### config.mk
export PLATFORM = sky130hd
export DESIGN_NAME = fdiv_frac_divider
export DESIGN_NICKNAME = d
export VERILOG_FILES = /design/src/rtl/fdiv_pkg.sv /design/src/rtl/fdiv_regs.sv /design/src/rtl/fdiv_accum.sv /design/src/rtl/fdiv_frac_divider.sv
export SDC_FILE = /design/constraint.sdc
export NUM_CORES = 1
export LEC_CHECK = 0
export BUFFER_PORTS_ARGS = -buffer_cell sky130_fd_sc_hd__buf_4
export CAP_MARGIN = 20
export CORE_ASPECT_RATIO = 0.75
export CORE_MARGIN = 2
export CORE_UTILIZATION = 55
export CTS_BUF_LIST = sky130_fd_sc_hd__clkbuf_4 sky130_fd_sc_hd__clkbuf_8
export DETAILED_ROUTE_END_ITERATION = 8
export PLACE_DENSITY = 0.88
export RECOVER_POWER = 25
export SLEW_MARGIN = 20
export SYNTH_ARGS = -nofsm -noshare
export SYNTH_HDL_FRONTEND = slang
export SYNTH_SLANG_ARGS = --single-unit
### constraint.sdc
create_clock -name clk -period 5.3 [get_ports clk]
set_clock_uncertainty 0.15 [all_clocks]
set_input_delay 0.265 -clock clk [delete_from_list [all_inputs] [get_ports clk]]
set_output_delay 0.265 -clock clk [all_outputs]
set_load 0.005 [all_outputs]
### src/rtl/fdiv_pkg.sv
package fdiv_pkg;

  // Divisor in scaled units: stored field plus one integer step.
  function automatic logic [31:0] scaled_divisor(input logic [31:0] field, input int frac_w);
    return field + (32'd1 << frac_w);
  endfunction

  // Accumulator step for one enabled input cycle.
  function automatic logic [31:0] unit_step(input int frac_w);
    return 32'd1 << frac_w;
  endfunction

endpackage

### src/rtl/fdiv_regs.sv
module fdiv_regs #(
  parameter int FIELD_W     = 8,
  parameter int FIELD_SHIFT = 8,
  parameter int TRIG_BIT    = 0
) (
  input  logic               clk,
  input  logic               rst_n,
  input  logic               wr_en,
  input  logic [31:0]        wr_data,
  input  logic               commit,
  output logic [FIELD_W-1:0] staged_field,
  output logic [FIELD_W-1:0] active_field,
  output logic               trig_pending,
  output logic [31:0]        rd_data
);

  logic wr_accept;
  logic unused_wr;

  assign wr_accept = wr_en && !trig_pending;
  assign unused_wr = ^wr_data;

  always_ff @(posedge clk) begin
    if (!rst_n) begin
      staged_field <= '0;
      trig_pending <= 1'b0;
    end else if (wr_accept) begin
      staged_field <= wr_data[FIELD_SHIFT +: FIELD_W];
      trig_pending <= wr_data[TRIG_BIT];
    end else if (commit) begin
      trig_pending <= 1'b0;
    end
  end

  always_ff @(posedge clk) begin
    if (!rst_n) begin
      active_field <= '0;
    end else if (commit) begin
      active_field <= staged_field;
    end
  end

  always_comb begin
    rd_data = '0;
    rd_data[FIELD_SHIFT +: FIELD_W] = staged_field;
    rd_data[TRIG_BIT] = trig_pending;
  end

endmodule

### src/rtl/fdiv_accum.sv
module fdiv_accum #(
  parameter int FIELD_W = 8,
  parameter int FRAC_W  = 3,
  localparam int ACC_W  = FIELD_W + 2
) (
  input  logic             clk,
  input  logic             rst_n,
  input  logic             gate_en,
  input  logic             restart,
  input  logic [ACC_W-1:0] scaled,
  output logic [ACC_W-1:0] phase_acc,
  output logic             hit,
  output logic             pulse
);

  localparam logic [31:0] STEP32 = fdiv_pkg::unit_step(FRAC_W);
  localparam logic [ACC_W-1:0] STEP = STEP32[ACC_W-1:0];

  logic [ACC_W-1:0] sum;

  assign sum = phase_acc + STEP;
  assign hit = gate_en && (sum >= scaled);

  always_ff @(posedge clk) begin
    if (!rst_n) begin
      phase_acc <= '0;
      pulse     <= 1'b0;
    end else begin
      pulse <= hit;
      if (gate_en) begin
        if (restart) begin
          phase_acc <= '0;
        end else if (hit) begin
          phase_acc <= sum - scaled;
        end else begin
          phase_acc <= sum;
        end
      end
    end
  end

endmodule

### src/rtl/fdiv_frac_divider.sv
module fdiv_frac_divider #(
  parameter int FIELD_W     = 8,
  parameter int FRAC_W      = 3,
  parameter int FIELD_SHIFT = 8,
  parameter int TRIG_BIT    = 0
) (
  input  logic        clk,
  input  logic        rst_n,
  input  logic        wr_en,
  input  logic [31:0] wr_data,
  output logic [31:0] rd_data,
  input  logic        gate_en,
  output logic        div_pulse
);

  localparam int ACC_W = FIELD_W + 2;

  logic [FIELD_W-1:0] staged_field;
  logic [FIELD_W-1:0] active_field;
  logic               trig_pending;
  logic [ACC_W-1:0]   phase_acc;
  logic [ACC_W-1:0]   scaled_div_w;
  logic [31:0]        scaled32;
  logic               hit_evt;
  logic               commit_evt;

  assign scaled32     = fdiv_pkg::scaled_divisor(32'(active_field), FRAC_W);
  assign scaled_div_w = scaled32[ACC_W-1:0];
  assign commit_evt   = hit_evt && trig_pending;

  fdiv_regs #(
    .FIELD_W(FIELD_W), .FIELD_SHIFT(FIELD_SHIFT), .TRIG_BIT(TRIG_BIT)
  ) u_regs (
    .clk(clk), .rst_n(rst_n), .wr_en(wr_en), .wr_data(wr_data),
    .commit(commit_evt), .staged_field(staged_field),
    .active_field(active_field), .trig_pending(trig_pending),
    .rd_data(rd_data)
  );

  fdiv_accum #(
    .FIELD_W(FIELD_W), .FRAC_W(FRAC_W)
  ) u_accum (
    .clk(clk), .rst_n(rst_n), .gate_en(gate_en), .restart(commit_evt),
    .scaled(scaled_div_w), .phase_acc(phase_acc), .hit(hit_evt),
    .pulse(div_pulse)
  );

endmodule

==> results, run 1 <==
- The half-perimeter wire length after detailed placement is 2800 um.
- The finished layout holds 291 standard cells, fillers aside.
- The fmax is 315 MHz.
- In this run the standard cell core region covers 3290 um^2.
- The analysis attributes to cell leakage a power of 0.839 nW.
- STA classifies the critical path startpoint as a flip-flop.
- The number of inserted filler cells in the final layout is 325.
- The count of synthesis-stage warnings from yosys is 0.
- In the final routed layout, each cell accounts on average for 13.2 um.
- For this design the top-level I/O count stands at 69.
- Across every metal layer, demand over resource in global routing totals 19.8%.
- The number of setup violations in the final report is 0.
- The count of input and output buffers is 22.
- The largest single stage delay on the critical path is 0.39 ns.
- Setup repair after global routing left no endpoint under its margin.
- The run finished with clean final reports.
- Among the stages of the critical path, the cell type that occurs most often is sky130_fd_sc_hd__ha_1.
- The data required time of the critical path is 5.33 ns.
- The number of distinct standard cells referenced by the synthesized netlist is 50.
- Leaving out fill and tap cells, the most frequent cells in the layout are sky130_fd_sc_hd__nand2_1 (32), sky130_fd_sc_hd__dfxtp_1 (28), sky130_fd_sc_hd__conb_1 (23).
- Clock-pin slew was measured on the worst setup and hold paths at 0.10 ns.
- The cell area that synthesis handed to floorplanning was 1890 um^2.
- After synthesis the netlist holds a flip-flop and latch count of 28.
- The final wirelength is 3830 um.
- Dividing the detail-routed via count by the number of cells gives around 5.4.
- The clock tree buffer depth is 2.
- The total iterations of the first detailed-routing run is 4.
- The count of hold buffers inserted by post-cts repair is 0.
- The number of max-slew violations in the final report is 0.
- The initial core utilization is 57.4%.
- The mean area per synthesized cell is 7.96 um^2.
- The post-placement cell count is 287.
- The die is 54.7 um tall.
- For this block, the initial DRC count from the detailed router was 60.
- TritonCTS built the clock tree.
- The wire length of the first global-routing pass is 6090 um.
- Measured against its own limit, the worst slew margin works out to 59.4%.
- The count of max-cap constraint violations is 0.
- In this run the worst path has a maximum fanout of 11.
- The root buffer selected by CTS is sky130_fd_sc_hd__clkbuf_8.
- The number of antenna violations at the first check in global routing is 0.
- The setup check on the worst reg-to-reg path leaves a slack of between 2 and 2.5 ns.
- Once routing completed, OpenROAD measured the worst setup slack at roughly 2.1 ns.
- The layer flagged by global routing as most heavily used is met2.
- The global placement routability congestion is 0.966.
- The predominant post-synthesis flop cell is sky130_fd_sc_hd__dfxtp_1.
- The share of flip-flops with an asynchronous set or reset after synthesis is 0%.
- The die extent in x is about 72 um.
- The total die area is between 3000 and 4000 um^2.
- In the global route stage, met2 resource usage came out at about a third.
- The path type of the worst min-delay path is primary input to flip-flop.
- Once detail routing completed, the nets flagged for antenna violations numbered 0.
- Counting flops with a built-in enable in the synthesized netlist gives 0.
- The via count of the routed design is 1568.
- Leaving out fill and tap cells, the most frequent cell in the layout is sky130_fd_sc_hd__nand2_1.
- The number of standard cells after synthesis is 237.
- Entering global routing, the biggest net connects 26 pins.
- The total power density per cell area is between 400 and 500 nW/um^2.
- At the end of the flow, the number of nets in the layout was 300.
- Counting both buffers and inverters, the worst setup path holds a total of 0.
- Ranked by total cell area, the synthesized netlist is headed by sky130_fd_sc_hd__dfxtp_1 (30%), sky130_fd_sc_hd__buf_4 (9.5%), sky130_fd_sc_hd__ha_1 (7.3%).
- The met3 usage in global routing is approximately 4.6%.
- 0 antenna diodes ended up in the layout.
- The cell class contributing the biggest share of worst-path delay is compound AO/OA/AOI/OAI gates.
- The final hold violation count is 0.
- The tightest hold margin is 0.0713 ns.
- The critical path goes through ha_1, nand3_2, xnor2_1, ha_1, and4_1, a21boi_1, o31a_4, o21ai_2, nor4b_1, o31a_1.
- Global routing finished with a remaining overflow of 0.
- The share of synthesized area in the top cell type comes to 29.7%.
- The fraction of layout cells with a size suffix above 1 is 13.1%.
- The slowest stage of the critical path is the sky130_fd_sc_hd__dfxtp_1 cell.
- Measured on the finished design, the core utilization comes to 61.8%.
- CTS saw 28 sinks.
- At the pin with the least slew margin, the transition time is around 0.61 ns.
- The number of gates resized after cts is 0.
- TritonCTS created 3 clock buffers.
- For the final routed database, the setup TNS stands at 0 ns.
- The clock period could shrink to approximately 3.2 ns.
- The maximum vdd ir drop is 0.000195 V.
- The biggest area contributor in the post-synthesis netlist is sky130_fd_sc_hd__dfxtp_1.
- In the routed design, unresolved DRC markers number 0.
- Data arrives at the worst endpoint at between 3 and 4 ns.
- The worst path uses between 50% and 60% of the clock period.
- The number of setup buffers added after CTS is 0.
- The post-placement setup slack is 2.18 ns.
- The via count of the first global-routing pass was 1326.
- The clock latency at the later pin of the worst-skew pair is between 0.2 and 0.3 ns.
- The sort of element at the end of the critical path is a flip-flop.
- The maximum level of the CTS H-tree is 1.
- The floorplan has 18 rows.
- In the global route stage, met1 resource usage came out at between 20% and 30%.
- The area overhead of the layout relative to synthesis is 7.63%.
- The worst setup path category is flip-flop to flip-flop.
- The sequential element share of the synthesized area is 29.7%.
## cells in the mapped netlist, drive strengths merged (2+ instances only)
master  count
a21boi      2
mux2i       3
o21ai      20
nand2b      3
a31oi       2
and3        2
or3         4
clkbuf      8
o21a        3
buf        26
inv         8
nand3      17
o211ai      2
and4        2
o31ai       2
a21oi      19
nand2      32
ha         11
xnor2       5
xor2        5
nor3        4
nor2b       2
nor2       11
o31a        2
dfxtp      28
## metrics by stage
| step | power, W | instance area, um^2 |
|---|---|---|
| 6_report | 0.000959 | 2030 |
| 5_1_grt | 0.00103 | 2030 |
| 4_1_cts | 0.000957 | 2030 |
| 3_5_place_dp | 0.000777 | 1960 |
| 3_3_place_gp | 0.000768 | 1960 |
| 2_1_floorplan | 0.000701 | 1970 |
## registers in the layout, summed over array words and instances (netlist names)
signal	count
u_accum.phase_acc	10
u_regs.active_field	8
u_regs.staged_field	8
u_accum.pulse	1
u_regs.trig_pending	1
## worst register-to-register path, delay by kind of cell, from the launching register on
kind | cells | cell delay [ns]
XOR/XNOR | 1 | 0.17
flip-flops | 1 | 0.39
AND/OR/NAND/NOR | 3 | 0.51
AO/OA/AOI/OAI | 4 | 1.26
adder cells (fa/ha/maj) | 2 | 0.61
## final cells by class
cell class	count	area, um^2	area share, %
repair buffers	22	165	8.13
inverters	8	30.0	1.48
flip-flops and latches	28	561	27.6
clock buffers	3	41.3	2.03
well taps	40	50.0	2.46
multi-input cells	189	1150	56.8
clock inverters	1	30.0	1.48
## report_power, final
group / leakage (nW) / switching, W / total, W / internal [W]
combinational: 0.575 / 0.000295 / 0.000514 / 0.000219
sequential: 0.229 / 0.0000314 / 0.000272 / 0.000240
clock: 0.0357 / 0.0000715 / 0.000173 / 0.000101
## path summary, 6_finish.rpt
path | startpoint | endpoint | depth (start not counted)
hold / removal | wr_data[0] | u_regs.trig_pending | 3
setup / recovery | u_accum.phase_acc[3] | u_accum.phase_acc[5] | 10
setup reg to reg | u_accum.phase_acc[3] | u_accum.phase_acc[5] | 10
hold reg to reg | u_accum.phase_acc[2] | u_accum.phase_acc[2] | 2
## kinds of logic (layout without fill, tap and decap cells)
kind of cell,after synthesis,count (layout),share of synthesized area [%]
muxes,3,3,1.59
DFF,28,28,29.7
other,1,23,0.199
buffers and inverters,42,34,13.5
and+or+nand+nor,84,84,23.4
AOI/OAI and AO/OA,57,57,18.6
xor gates and xnor gates,10,10,4.64
adders and majority gates,12,12,8.36
## metal layers
layer	up-vias	wire, um
li1	804	-
met1	714	1840
met2	48	1720
met3	2	242
met4	0	22
met5	-	0
Power figures use the tool's default switching activity.
==> inputs of run 2 (changes only) <==
--- a/config.mk
+++ b/config.mk
@@ -9,10 +9,10 @@
 export CAP_MARGIN = 20
 export CORE_ASPECT_RATIO = 0.75
 export CORE_MARGIN = 2
-export CORE_UTILIZATION = 55
+export CORE_UTILIZATION = 46
 export CTS_BUF_LIST = sky130_fd_sc_hd__clkbuf_4 sky130_fd_sc_hd__clkbuf_8
 export DETAILED_ROUTE_END_ITERATION = 8
-export PLACE_DENSITY = 0.88
+export PLACE_DENSITY = 0.78
 export RECOVER_POWER = 25
 export SLEW_MARGIN = 20
 export SYNTH_ARGS = -nofsm -noshare
==> constraint.sdc (replaced) <==
create_clock -name clk -period 2.86 [get_ports clk]
set_clock_uncertainty 0.15 [all_clocks]
set_input_delay 0.143 -clock clk [delete_from_list [all_inputs] [get_ports clk]]
set_output_delay 0.143 -clock clk [all_outputs]
set_load 0.005 [all_outputs]
==> run 2 against run 1 <==
  * Flip-flop and latch count unchanged
  * Routed wire length up 9.8%
  * Non-clock buffer count up 28
  * Critical endpoint is now u_accum.phase_acc[7]
  * Largest cell class unchanged
  * Largest power group unchanged
==> results, run 2 (synthesis results as in run 1) <==
- The count of max-cap constraint violations was 0 (unchanged).
- The count of input and output buffers is 22 (unchanged).
- The clock transition at the registers of the reported paths is 0.10 ns (about the same).
- The number of max-slew violations in the final report is 0 (unchanged).
- The maximum number of pins on one net before global-route repair is 26 (unchanged).
- The count of nets after finishing is 328 (was 300).
- The initial core utilization is 47.1% (was 57.4%).
- The fmax is 363 MHz (was 315 MHz).
- The remaining design rule violation count came to 0 (unchanged).
- The number of antenna violations at the first check in global routing is 0 (unchanged).
- Most used cells in the layout excluding fill and tap cells: sky130_fd_sc_hd__nand2_1 (32), sky130_fd_sc_hd__buf_4 (30), sky130_fd_sc_hd__dfxtp_1 (24) (was sky130_fd_sc_hd__nand2_1 (32), sky130_fd_sc_hd__dfxtp_1 (28), sky130_fd_sc_hd__conb_1 (23)).
- The worst-case hold path end point is u_accum.phase_acc[3] (was u_regs.trig_pending).
- The logic depth of the worst register-to-register path is 11 (was 10).
- The final-layout setup total negative slack was 0 ns (unchanged).
- The register containing the most flip-flops in the final layout is u_accum.phase_acc (unchanged).
- The die extent in y is 59.5 um (was 54.7 um).
- The headroom to the max-slew limit is 63.7% (was 59.4%).
- The root buffer selected by CTS is sky130_fd_sc_hd__clkbuf_8 (unchanged).
- The area overhead of the layout relative to synthesis was 25.1% (was 7.63%).
- The maximum level of the CTS H-tree is 1 (unchanged).
- The tightest hold margin came to 0.0698 ns (was 0.0713 ns).
- The reg-to-reg critical path endpoint is u_accum.phase_acc[7] (was u_accum.phase_acc[5]).
- The top-level I/O count is 69 (unchanged).
- The number of diodes is 0 (unchanged).
- The flip-flop count of the largest register after layout is 10 (unchanged).
- The total iterations of the first detailed-routing run is 4 (unchanged).
- The combined global-route utilization of all metal layers was 18.3% (was 19.8%).
- The reg-to-reg critical path startpoint is u_accum.phase_acc[3] (unchanged).
- The clock period minus worst slack is 2.76 ns (was 3.18 ns).
- Run status: completed (unchanged).
- The total power density per cell area is 898 nW/um^2 (was 472 nW/um^2).
- The number of inserted filler cells in the final layout is 357 (was 325).
- The cell leakage power is 0.988 nW (was 0.839 nW).
- The final hold violation count is 0 (unchanged).
- The die extent in x came to 78.0 um (was 71.6 um).
- The global placement routability congestion is 0.942 (was 0.966).
- The transition time at the pin with the least slew margin came to 0.544 ns (was 0.607 ns).
- The maximum vdd ir drop is 0.000443 V (was 0.000195 V).
- The via count of the first global-routing pass is 1524 (was 1326).
- The clock tree from TritonCTS is done (unchanged).
- The violation count after the first detailed-route iteration came to 65 (was 60).
- The path type of the worst min-delay path is primary input to flip-flop (unchanged).
- The leading cell type in the layout, fill and taps excluded is sky130_fd_sc_hd__nand2_1 (unchanged).
- The sort of element at the end of the critical path is a flip-flop (unchanged).
- The hold path depth is 3 (unchanged).
- The total die area is 4640 um^2 (was 3920 um^2).
- The register-to-register setup slack was 0.10 ns (was 2.12 ns).
- The placeable core region came to 4000 um^2 (was 3290 um^2).
- The kind of launch point of the worst setup path is a flip-flop (unchanged).
- The fraction of the cycle the final worst path needs is 96.3% (was 60.0%).
- The detail-routed via count per cell was 5.00 (was 5.39).
- The half-perimeter wire length after detailed placement is 2990 um (was 2800 um).
- The fraction of layout cells with a size suffix above 1 is 22.6% (was 13.1%).
- The wire length of the first global-routing pass is 6690 um (was 6090 um).
- The via count of the routed design is 1671 (was 1568).
- The final wirelength is 4200 um (was 3830 um).
- The remaining global-route overflow is 0 (unchanged).
- The data required time of the critical path is 2.93 ns (was 5.33 ns).
- Registers with the most flip-flops: u_accum.phase_acc: 10 flops, u_regs.active_field: 8 flops, u_regs.staged_field: 8 flops (unchanged).
- The site row count came to 20 (was 18).
- The CTS buffer count came to 3 (unchanged).
- The post-route antenna net violation count is 0 (unchanged).
- The detailed-route wire length per cell is 12.6 um (was 13.2 um).
- The highest net fanout along the worst path is 4 (was 11).
- The worst setup path category was flip-flop to flip-flop (unchanged).
- The startpoint of the worst hold path is rst_n (was wr_data[0]).
- The clock sink count is 28 (unchanged).
- The endpoint arrival time on the critical path came to 2.83 ns (was 3.21 ns).
- The number of setup violations in the final report is 0 (unchanged).
- The clock tree buffer depth is 2 (unchanged).
- The clock latency at the later pin of the worst-skew pair is 0.29 ns (was 0.28 ns).
run 2: cell count changes in the layout (fill, tap and decap cells not counted), moves of 2 or more:
cell and delta:
sky130_fd_sc_hd__clkbuf_1 +2, sky130_fd_sc_hd__clkbuf_4 -2, sky130_fd_sc_hd__ha_1 -2, sky130_fd_sc_hd__xnor2_2 +2, sky130_fd_sc_hd__dlygate4sd3_1 +10, sky130_fd_sc_hd__dfxtp_2 +3
sky130_fd_sc_hd__buf_4 +17, sky130_fd_sc_hd__dfxtp_1 -4, sky130_fd_sc_hd__xnor2_1 -2
run 2: per-layer routing:
layer / global-route usage, % / wire (um) / vias to the layer above
li1: - / - / 860
met1: 22.5 / 1920 / 761
met2: 31.7 / 1990 / 44
met3: 4.88 / 239 / 6
met4: 6.27 / 55 / 0
met5: 0 / 0 / -
run 2: area by class of cell:
| type | count | area, um^2 | share of cell area, % |
|---|---|---|---|
| inverter | 8 | 30.0 | 1.27 |
| multi-input combinational | 189 | 1220 | 51.6 |
| tap | 55 | 68.8 | 2.91 |
| sequential | 28 | 568 | 24.1 |
| clock buffer | 3 | 41.3 | 1.75 |
| clock inverter | 1 | 30.0 | 1.27 |
| timing repair buffer | 50 | 405 | 17.2 |
run 2: what timing repair did:
action	in CTS	in global routing
hold buffers	10	0
gates resized for setup	1	16
setup buffers	0	2
setup endpoints to repair	2	15
pin swaps	0	3
endpoints found under the hold margin	11	0
run 2: power breakdown:
part / internal [W] / total, W / switching (W)
Clock: 0.000188 / 0.000324 / 0.000136
Combinational: 0.000658 / 0.00129 / 0.000630
Sequential: 0.000449 / 0.000507 / 0.0000576
run 2: worst max-delay path: stages, from the launching register on:
cell and delay, ns:
sky130_fd_sc_hd__dfxtp_4 0.39, sky130_fd_sc_hd__ha_4 0.15, sky130_fd_sc_hd__nand3_2 0.10, sky130_fd_sc_hd__xnor2_2 0.16
sky130_fd_sc_hd__ha_1 0.33, sky130_fd_sc_hd__buf_4 0.15, sky130_fd_sc_hd__o21ai_0 0.10, sky130_fd_sc_hd__a21oi_2 0.08
sky130_fd_sc_hd__o31a_4 0.37, sky130_fd_sc_hd__nor2_4 0.09, sky130_fd_sc_hd__or4b_4 0.46, sky130_fd_sc_hd__a31oi_1 0.16
run 2: worst max-delay path by stage:
stage / start / endpoint / slack (ns) / cells past startpoint
6_report: u_accum.phase_acc[3] / u_accum.phase_acc[7] / 0.10 / 11
3_5_place_dp: u_accum.phase_acc[3] / u_accum.phase_acc[7] / 0.0006 / 10
3_3_place_gp: u_accum.phase_acc[3] / u_accum.phase_acc[7] / 0.06 / 10
4_1_cts: u_accum.phase_acc[3] / u_accum.phase_acc[7] / 0.008 / 10
5_1_grt: u_regs.active_field[4] / u_accum.phase_acc[7] / -0.03 / 11
2_1_floorplan: u_accum.phase_acc[3] / u_accum.phase_acc[7] / 0.05 / 10
run 2: through the flow:
step	utilization, %	power [W]	cell area, um^2	std cells	setup slack, ns
after floorplan	-	0.00130	1970	259	0.0451
after global routing	59.0	0.00228	2360	334	-0.0343
after CTS	57.0	0.00202	2280	332	0.00845
after global placement	52.7	0.00164	2110	318	0.0617
final	59.0	0.00212	2360	334	0.104
after detailed placement	52.7	0.00167	2110	318	0.000620
